`src/rtl/prog_pulse_seq.sv`:
```
module prog_pulse_seq #(
  parameter int CLK_PER_US   = 6,
  parameter int PULSE_US     = 100,
  parameter int VSETUP_US    = 10,
  parameter int VHOLD_US     = 10,
  parameter int GAP_US       = 10,
  parameter int AD_SETUP_CYC = 48,
  parameter int AD_HOLD_CYC  = 48,
  parameter int MAIN_PULSES  = 5,
  parameter int PROT_PULSES  = 25
) (
  input  logic        clk,
  input  logic        rst_n,
  input  logic        start,
  input  logic        target,
  input  logic [13:0] addr,
  input  logic [7:0]  wdata,
  output logic [7:0]  addr_lo,
  output logic [5:0]  addr_hi,
  output logic [7:0]  data_out,
  output logic        mode_sel,
  output logic        vpp_en,
  output logic        prog_n,
  output logic        busy,
  output logic        done
);
  localparam int PULSE_CYC  = CLK_PER_US * PULSE_US;
  localparam int VSETUP_CYC = CLK_PER_US * VSETUP_US;
  localparam int VHOLD_CYC  = CLK_PER_US * VHOLD_US;
  localparam int GAP_CYC    = CLK_PER_US * GAP_US;
  localparam int MIN_HIGH   = (GAP_CYC < VSETUP_CYC) ? GAP_CYC : VSETUP_CYC;
  localparam int CNT_W = $clog2(PULSE_CYC + VSETUP_CYC + VHOLD_CYC + GAP_CYC
                                + AD_SETUP_CYC + AD_HOLD_CYC + 1);
  localparam int PCNT_W = $clog2(MAIN_PULSES + PROT_PULSES + 1);

  typedef enum logic [2:0] {
    S_IDLE, S_SETUP, S_VRISE, S_PULSE, S_GAP, S_VHOLD, S_DHOLD, S_DONE
  } state_t;

  state_t              st;
  logic [CNT_W-1:0]    cnt;
  logic [PCNT_W-1:0]   left;
  logic [13:0]         lat_addr;
  logic [7:0]          lat_data;
  logic                lat_tgt;
  logic                tc;

  assign tc = (cnt == '0);

  always_ff @(posedge clk) begin
    if (!rst_n) begin
      st       <= S_IDLE;
      cnt      <= '0;
      left     <= '0;
      lat_addr <= '0;
      lat_data <= '0;
      lat_tgt  <= 1'b0;
    end else begin
      cnt <= cnt - 1'b1;
      case (st)
        S_IDLE: begin
          cnt <= '0;
          if (start) begin
            st       <= S_SETUP;
            cnt      <= CNT_W'(AD_SETUP_CYC - 1);
            left     <= target ? PCNT_W'(PROT_PULSES) : PCNT_W'(MAIN_PULSES);
            lat_addr <= addr;
            lat_data <= wdata;
            lat_tgt  <= target;
          end
        end
        S_SETUP: if (tc) begin
          st  <= S_VRISE;
          cnt <= CNT_W'(VSETUP_CYC - 1);
        end
        S_VRISE: if (tc) begin
          st  <= S_PULSE;
          cnt <= CNT_W'(PULSE_CYC - 1);
        end
        S_PULSE: if (tc) begin
          left <= left - 1'b1;
          if (left == PCNT_W'(1)) begin
            st  <= S_VHOLD;
            cnt <= CNT_W'(VHOLD_CYC - 1);
          end else begin
            st  <= S_GAP;
            cnt <= CNT_W'(GAP_CYC - 1);
          end
        end
        S_GAP: if (tc) begin
          st  <= S_PULSE;
          cnt <= CNT_W'(PULSE_CYC - 1);
        end
        S_VHOLD: if (tc) begin
          st  <= S_DHOLD;
          cnt <= CNT_W'(AD_HOLD_CYC - 1);
        end
        S_DHOLD: if (tc) st <= S_DONE;
        default: begin
          st  <= S_IDLE;
          cnt <= '0;
        end
      endcase
    end
  end

  assign vpp_en   = (st == S_VRISE) || (st == S_PULSE) || (st == S_GAP) || (st == S_VHOLD);
  assign prog_n   = (st != S_PULSE);
  assign busy     = (st != S_IDLE);
  assign done     = (st == S_DONE);
  assign addr_lo  = lat_addr[7:0];
  assign addr_hi  = lat_addr[13:8];
  assign data_out = lat_data;
  assign mode_sel = lat_tgt;

  logic [CNT_W-1:0] low_run;
  logic [CNT_W-1:0] high_run;

  always_ff @(posedge clk) begin
    if (!rst_n) begin
      low_run  <= '0;
      high_run <= '0;
    end else begin
      low_run  <= prog_n ? '0 : low_run + 1'b1;
      high_run <= (vpp_en && prog_n) ? high_run + 1'b1 : '0;
    end
  end

  assert_pulse_in_window_R11: assert property (@(posedge clk) disable iff (!rst_n)
    !prog_n |-> vpp_en);

  assert_vpp_leads_pulse_R4: assert property (@(posedge clk) disable iff (!rst_n)
    $rose(vpp_en) |-> prog_n);

  assert_pulse_width_R5: assert property (@(posedge clk) disable iff (!rst_n)
    $rose(prog_n) |-> (low_run == CNT_W'(PULSE_CYC)));

  assert_high_spacing_R7: assert property (@(posedge clk) disable iff (!rst_n)
    $fell(prog_n) |-> (high_run >= CNT_W'(MIN_HIGH)));

  assert_done_single_R9: assert property (@(posedge clk) disable iff (!rst_n)
    done |-> busy ##1 (!done && !busy));

  assert_busy_start_ignored_R10: assert property (@(posedge clk) disable iff (!rst_n)
    (busy && start) |=> ($stable(addr_lo) && $stable(addr_hi) && $stable(data_out)
                         && $stable(mode_sel)));
endmodule

```
`config.mk`:
```
export PLATFORM = sky130hd
export DESIGN_NAME = prog_pulse_seq
export DESIGN_NICKNAME = d
export VERILOG_FILES = /design/src/rtl/prog_pulse_seq.sv
export SDC_FILE = /design/constraint.sdc
export NUM_CORES = 1
export LEC_CHECK = 0
export BUFFER_PORTS_ARGS = -buffer_cell sky130_fd_sc_hd__buf_4
export CAP_MARGIN = 5
export CORE_MARGIN = 8
export CORE_UTILIZATION = 52
export DETAILED_ROUTE_END_ITERATION = 16
export GPL_TIMING_DRIVEN = 1
export PLACE_DENSITY = 0.78
export SKIP_CTS_REPAIR_TIMING = 1
export SYNTH_ARGS = -nofsm -noshare
export SYNTH_HDL_FRONTEND = slang
export SYNTH_SLANG_ARGS = --single-unit
```
`constraint.sdc`:
```
create_clock -name clk -period 2.18 [get_ports clk]
set_input_delay 0.654 -clock clk [delete_from_list [all_inputs] [get_ports clk]]
set_output_delay 0.654 -clock clk [all_outputs]
set_load 0.05 [all_outputs]
```
==> results.md, run 1 <==
- Via/cell ratio: roughly 5.5
- Synth area leader: dfxtp_1
- RSZ-0062 raised after global routing: false
- Worst Tran Pin Value: 588.8 ps
- Final Total Pwr: around 3.7 mW
- Register area: around 820 sq um
- Leakage power: around 1.1 nW
- Port buffer count: 52
- Largest net degree at the start of global routing: 25
- Tmin final: 2086 ps
- Antenna diode count: 0
- CP Max Fanout: 7
- Core area: 3661 sq um
- Asr flop ratio synth: 0%
- Cells after DPL: 352
- Worst vdd ir: about 0.64 mV
- Clk Latency, worst-skew pair: between 200 and 300 ps
- Power Dens Cells: 1452 nW/um^2
- Max Cap Viol: 0
- Clock sink count: between 40 and 50
- Final hold vios: 0
- Number of flops mapped to enable cells by yosys: 0
- Design Area, Final: 2557 sq um
- Worst Skew: 3.049 ps
- IO Pins: 53
- Final nets: ~340
- CP Data Required Time: between 1500 and 2000 ps
- Residual DRC: 0
- Final setup violation count: 0
- CTS H-Tree Depth: 2
- Chip width: 77.54 microns
- Area post-placement: 2454 sq um
- Post-route setup slack: roughly 94 ps
- Critical path capture point type: output port
- Post-synthesis sequential area ratio: 41.68%
- Synth Instances: roughly 260
- Final Max Slew Viols: 0
- CTS Buffer Depth: 2
- GR Util All Layers: between 15 and 20%
- Syn Area/Cell: around 7.7 sq um
- Synth top area cells: dfxtp_1 (42%), nand2_1 (12%), a21oi_1 (9.4%), clkbuf_1 (3.0%), ha_1 (2.5%)
- Kind of start point of the critical path: flip-flop
- Synth Warn #: 0
- First-pass GRT wire length: 8756 microns
- Post-Layout Cell Count: 359
- Num CTS Buffers: 5
- Initial antenna violation count: 0
- Via Count: ~2000
- Most common cell in the synthesized netlist: nand2_1
- Number of global-route vias before repair: 1855
- CTS tree: built
- #FFs+latches synth: about 40
- Initial core utilization: 53.79%
- Clock root buffer: clkbuf_8
- HPWL after detailed placement: roughly 3800 microns
- Clk slew on worst S/H paths: around 80 ps
- Gpl congestion: around 0.94
- Status: finished clean
- Die Area: ~6000 sq um
- Aggregate global routing overflow: 0
- Post-Syn Nets: roughly 290
- Fin Hold WS: roughly 460 ps
- Total negative slack: 0 ps
- Top cell type's share of synthesized area: roughly two fifths
- Synth cell types: 44
- Post-place setup slack: approximately 280 ps
- Fin util: between 60 and 70%
- Ys flop type: dfxtp_1
- DR pass1 iterations: 4
- Cell Rows: 22
- Synth top cells by count: nand2_1 (61), dfxtp_1 (41), a21oi_1 (37)
- Routed WL: slightly above 5000 microns
- Area of the multi-input gates: around 1000 sq um
- Post-Syn Area: between 1500 and 2000 sq um
- Max Freq: 479.5 MHz
- Drt initial violations: 90
- Share of post-route cells with drive strength above 1: between 20% and 30%
- Setup CP Type: reg2out
- Relative slew slack: approximately 60%
- Fin crit share: 95.68%
- Min-delay worst type: reg2reg
- Layout overhead on the synthesized area: 29.86%
- WL per Instance: around 14 microns
- Fill cells: 313
- DRT antenna net count: 0
- Die extent in y: approximately 78 microns
- CP arrival: 1430 ps
[layout by cell type, fill, tap and decap left out, drive strengths merged, types with 3 or more instances in the layout]
cell,netlist,final
nand4,3,3
inv,12,12
o22ai,4,4
dfxtp,41,41
nor2,12,12
nor4,4,4
ha,4,4
or4,3,3
and3b,3,3
nand2,61,61
xnor2,4,4
nor3,7,7
clkbuf,16,5
a21oi,37,37
buf,1,66
nand3,7,7
o21ai,3,3
[final timing paths]
path / slack [ps] / from / endpoint / depth (start not counted)
setup reg to reg: 250 / cnt[0] / cnt[9] / 7
hold / removal: 460 / data_out[5] / data_out[5] / 2
hold reg to reg: 460 / data_out[5] / data_out[5] / 2
setup / recovery: 90 / st[1] / prog_n / 3
[layout make-up]
type                    instances  share of cell area [%]
multi-input cells             185                   40.36
flip-flops and latches         41                   32.09
repair buffers                 66                   19.37
clock buffers                   5                   2.691
well taps                      48                   2.348
inverters                      12                   1.761
clock inverters                 2                   1.370
[power breakdown]
group          internal (mW)  total, mW  switching (mW)
registers              0.934       1.09           0.158
clock network          0.333      0.593           0.260
logic                  0.784       2.03            1.25
total                   2.05       3.71            1.66
[registers in the layout (all words and copies together) (netlist names)]
name / flops
lat_addr: 14
cnt: 10
mode_sel: 1
left: 5
data_out: 8
st: 3
[worst max-delay path, stage by stage (launching register included)]
cell and delay, ps:
dfxtp_1 430, and3b_1 330, inv_1 160, buf_4 220
[cell families after synthesis]
family	after synthesis	share of synthesized area (%)
simple gates	106	24.97
flops	41	41.68
fa+ha+maj	4	2.541
xor+xnor	5	2.224
buf+inv	29	5.908
compound gates	70	22.68
[per-layer routing]
| layer | global-route usage (%) | wire length (microns) |
|---|---|---|
| met5 | 0 | 0 |
| met4 | 5.094 | 59 |
| met3 | 7.949 | 481 |
| met2 | 27.46 | 2437 |
| met1 | 21.10 | 2220 |
Power figures use the tool's default switching activity.
==> inputs of run 2 (changes only) <==
Settings changed: ABC_AREA from default to 1.
==> results.md, run 2 <==
- Tmin final: between 2000 and 2500 ps
- Relative slew slack: a little under three quarters
- GR Util All Layers: between 15 and 20%
- Fin Hold WS: between 400 and 500 ps
- Number of flops mapped to enable cells by yosys: 0
- Worst path slowest cell: dfxtp_2
- Worst stage delay on the critical path: 410 ps
- DR pass1 iterations: 5
- Kind of start point of the critical path: flip-flop
- Worst Tran Pin Value: between 400 and 500 ps
- Status: finished clean
- Post-route setup slack: 106.5 ps
- Synth top cells by count: nand2_1 (100), dfxtp_1 (41), a21oi_1 (34)
- Max Freq: slightly below 500 MHz
- Aggregate global routing overflow: 0
- Post-Syn Nets: around 340
- Final setup violation count: 0
- Setup CP Type: reg2out
- Drt initial violations: between 90 and 100
- Met2 Use GR: between 30% and 40%
- Final Total Pwr: 3.942 mW
- IO Pins: 53
- Commonest non-fill, non-tap cells in the layout: nand2_1 (100), buf_4 (55), dfxtp_1 (38)
- Via Count: just over 2000
- Largest net degree at the start of global routing: 27
- Top cell type's share of synthesized area: roughly 40%
- Critical path capture point type: output port
- Via/cell ratio: just under 5
- Ys flop type: dfxtp_1
- Layout overhead on the synthesized area: 25.80%
- GR Util met3: 4.328%
- Core area: around 3700 sq um
- Antenna diode count: 0
- CP arrival: about 1400 ps
- Fin util: roughly 69%
- Most flop-heavy register: lat_addr
- Num CTS Buffers: 5
- First-pass GRT wire length: 8542 microns
- #FFs+latches synth: 41
- Cells after DPL: about 400
- Max FFs per register: 14
- Number of global-route vias before repair: slightly below 2000
- Register area: just over 800 sq um
- Residual DRC: 0
- Most common cell in the synthesized netlist: nand2_1
- Synth area leader: dfxtp_1
- CP Data Required Time: ~1500 ps
- Clk slew on worst S/H paths: approximately 80 ps
- Final nets: 390
- CTS tree: built
- CTS Buffer Depth: 2
- Most common cell after layout, fill and taps aside: nand2_1
- CP Max Fanout: 6
- Synth cell types: 28
- Fill cells: 355
- Post-synthesis sequential area ratio: about two fifths
- Min-delay worst type: reg2reg
- Port buffer count: 52
- Max Cap Viol: 0
- Final Max Slew Viols: 0
- Met1 Track Usage GR: between 15 and 20%
- Post-place setup slack: between 300 and 400 ps
- Worst Skew: between 2 and 3 ps
- DRT antenna net count: 0
- Leakage power: 1.255 nW
- Design Area, Final: approximately 2600 sq um
- Post-Syn Area: ~2000 sq um
- CTS H-Tree Depth: 2
- Fin crit share: a little over nine tenths
- Gpl congestion: roughly 0.84
- Die extent in y: between 70 and 80 microns
- Area post-placement: ~2500 sq um
- Asr flop ratio synth: 0%
- Synth Warn #: 0
- Worst vdd ir: between 0.9 and 1 mV
- Cell Rows: 22
- Clock sink count: just over 40
- Power Dens Cells: around 1500 nW/um^2
- Flop2flop setup slack: 510 ps
- Total negative slack: 0 ps
- Synth Instances: 306
- Post-Layout Cell Count: 409
- Synth top area cells: dfxtp_1 (40%), nand2_1 (18%), a21oi_1 (8.3%), inv_1 (5.9%), nor2_1 (5.0%)
- WL per Instance: around 12 microns
- Initial core utilization: 54.95%
- Initial antenna violation count: 0
- CP cell instances: inv_2, nand3_1, nand2_1, nor2_2, nand2_1, buf_4
- HPWL after detailed placement: slightly below 4000 microns
- Clk Latency, worst-skew pair: 290 ps
- Clock root buffer: clkbuf_8
- Share of post-route cells with drive strength above 1: 22.16%
- Die Area: 6188 sq um
- Area of the multi-input gates: roughly 1000 sq um
- Most frequent CP cell: nand2_1
- Syn Area/Cell: around 6.7 sq um
- Chip width: between 70 and 80 microns
- Routed WL: roughly 5000 microns
- Final hold vios: 0
- GRT busiest layer: met2
[run 2: cell count changes after synthesis, moves of 11 or more]
cell | before | now
nand2_1 | 61 | 100
inv_1 | 12 | 32
nor2_1 | 12 | 27
clkbuf_1 | 16 | 4
nand3_1 | 7 | 18
[run 2: final cells by class]
cell class | count | share of cell area [%]
Multi-Input combinational cell | 220 | 40.87
Sequential cell | 41 | 32.10
Timing Repair Buffer | 55 | 16.07
Inverter | 37 | 5.407
Clock buffer | 6 | 2.825
Tap cell | 48 | 2.338
Clock inverter | 2 | 0.3897
[run 2: cells by family (layout without fill, tap and decap cells)]
group	after synthesis	after routing	synth area share [%]
AO/OA/AOI/OAI	48	48	12.56
XOR/XNOR	7	7	3.003
adder cells (fa/ha/maj)	4	4	2.451
buffers and inverters	45	100	8.639
flip-flops	41	41	40.20
AND/OR/NAND/NOR	161	161	33.15
[run 2: worst max-delay path: cells and delay by family, from the launching register on]
kind / cells / cell delay [ps]
simple gates: 4 / 420
buf+inv: 2 / 290
flops: 1 / 410
[run 2: final timing paths]
check                    from           to  cells after the start
setup reg to reg       cnt[0]       cnt[4]                     10
hold reg to reg   data_out[4]  data_out[4]                      2
hold / removal    data_out[4]  data_out[4]                      2
setup / recovery        st[2]       vpp_en                      6
[run 2: power breakdown]
| group | total, mW | switching, mW | internal [mW] |
|---|---|---|---|
| combinational | 2.33 | 1.57 | 0.762 |
| clock | 0.478 | 0.256 | 0.222 |
| sequential | 1.13 | 0.157 | 0.977 |
| total | 3.94 | 1.98 | 1.96 |
[run 2: routing by layer]
layer	share of wire (%)	wire, microns	up-vias
met1	44	2229	915
met2	50	2553	42
met3	4.8	246	7
li1	-	-	1066
met4	1.4	69	0
met5	0	0	-
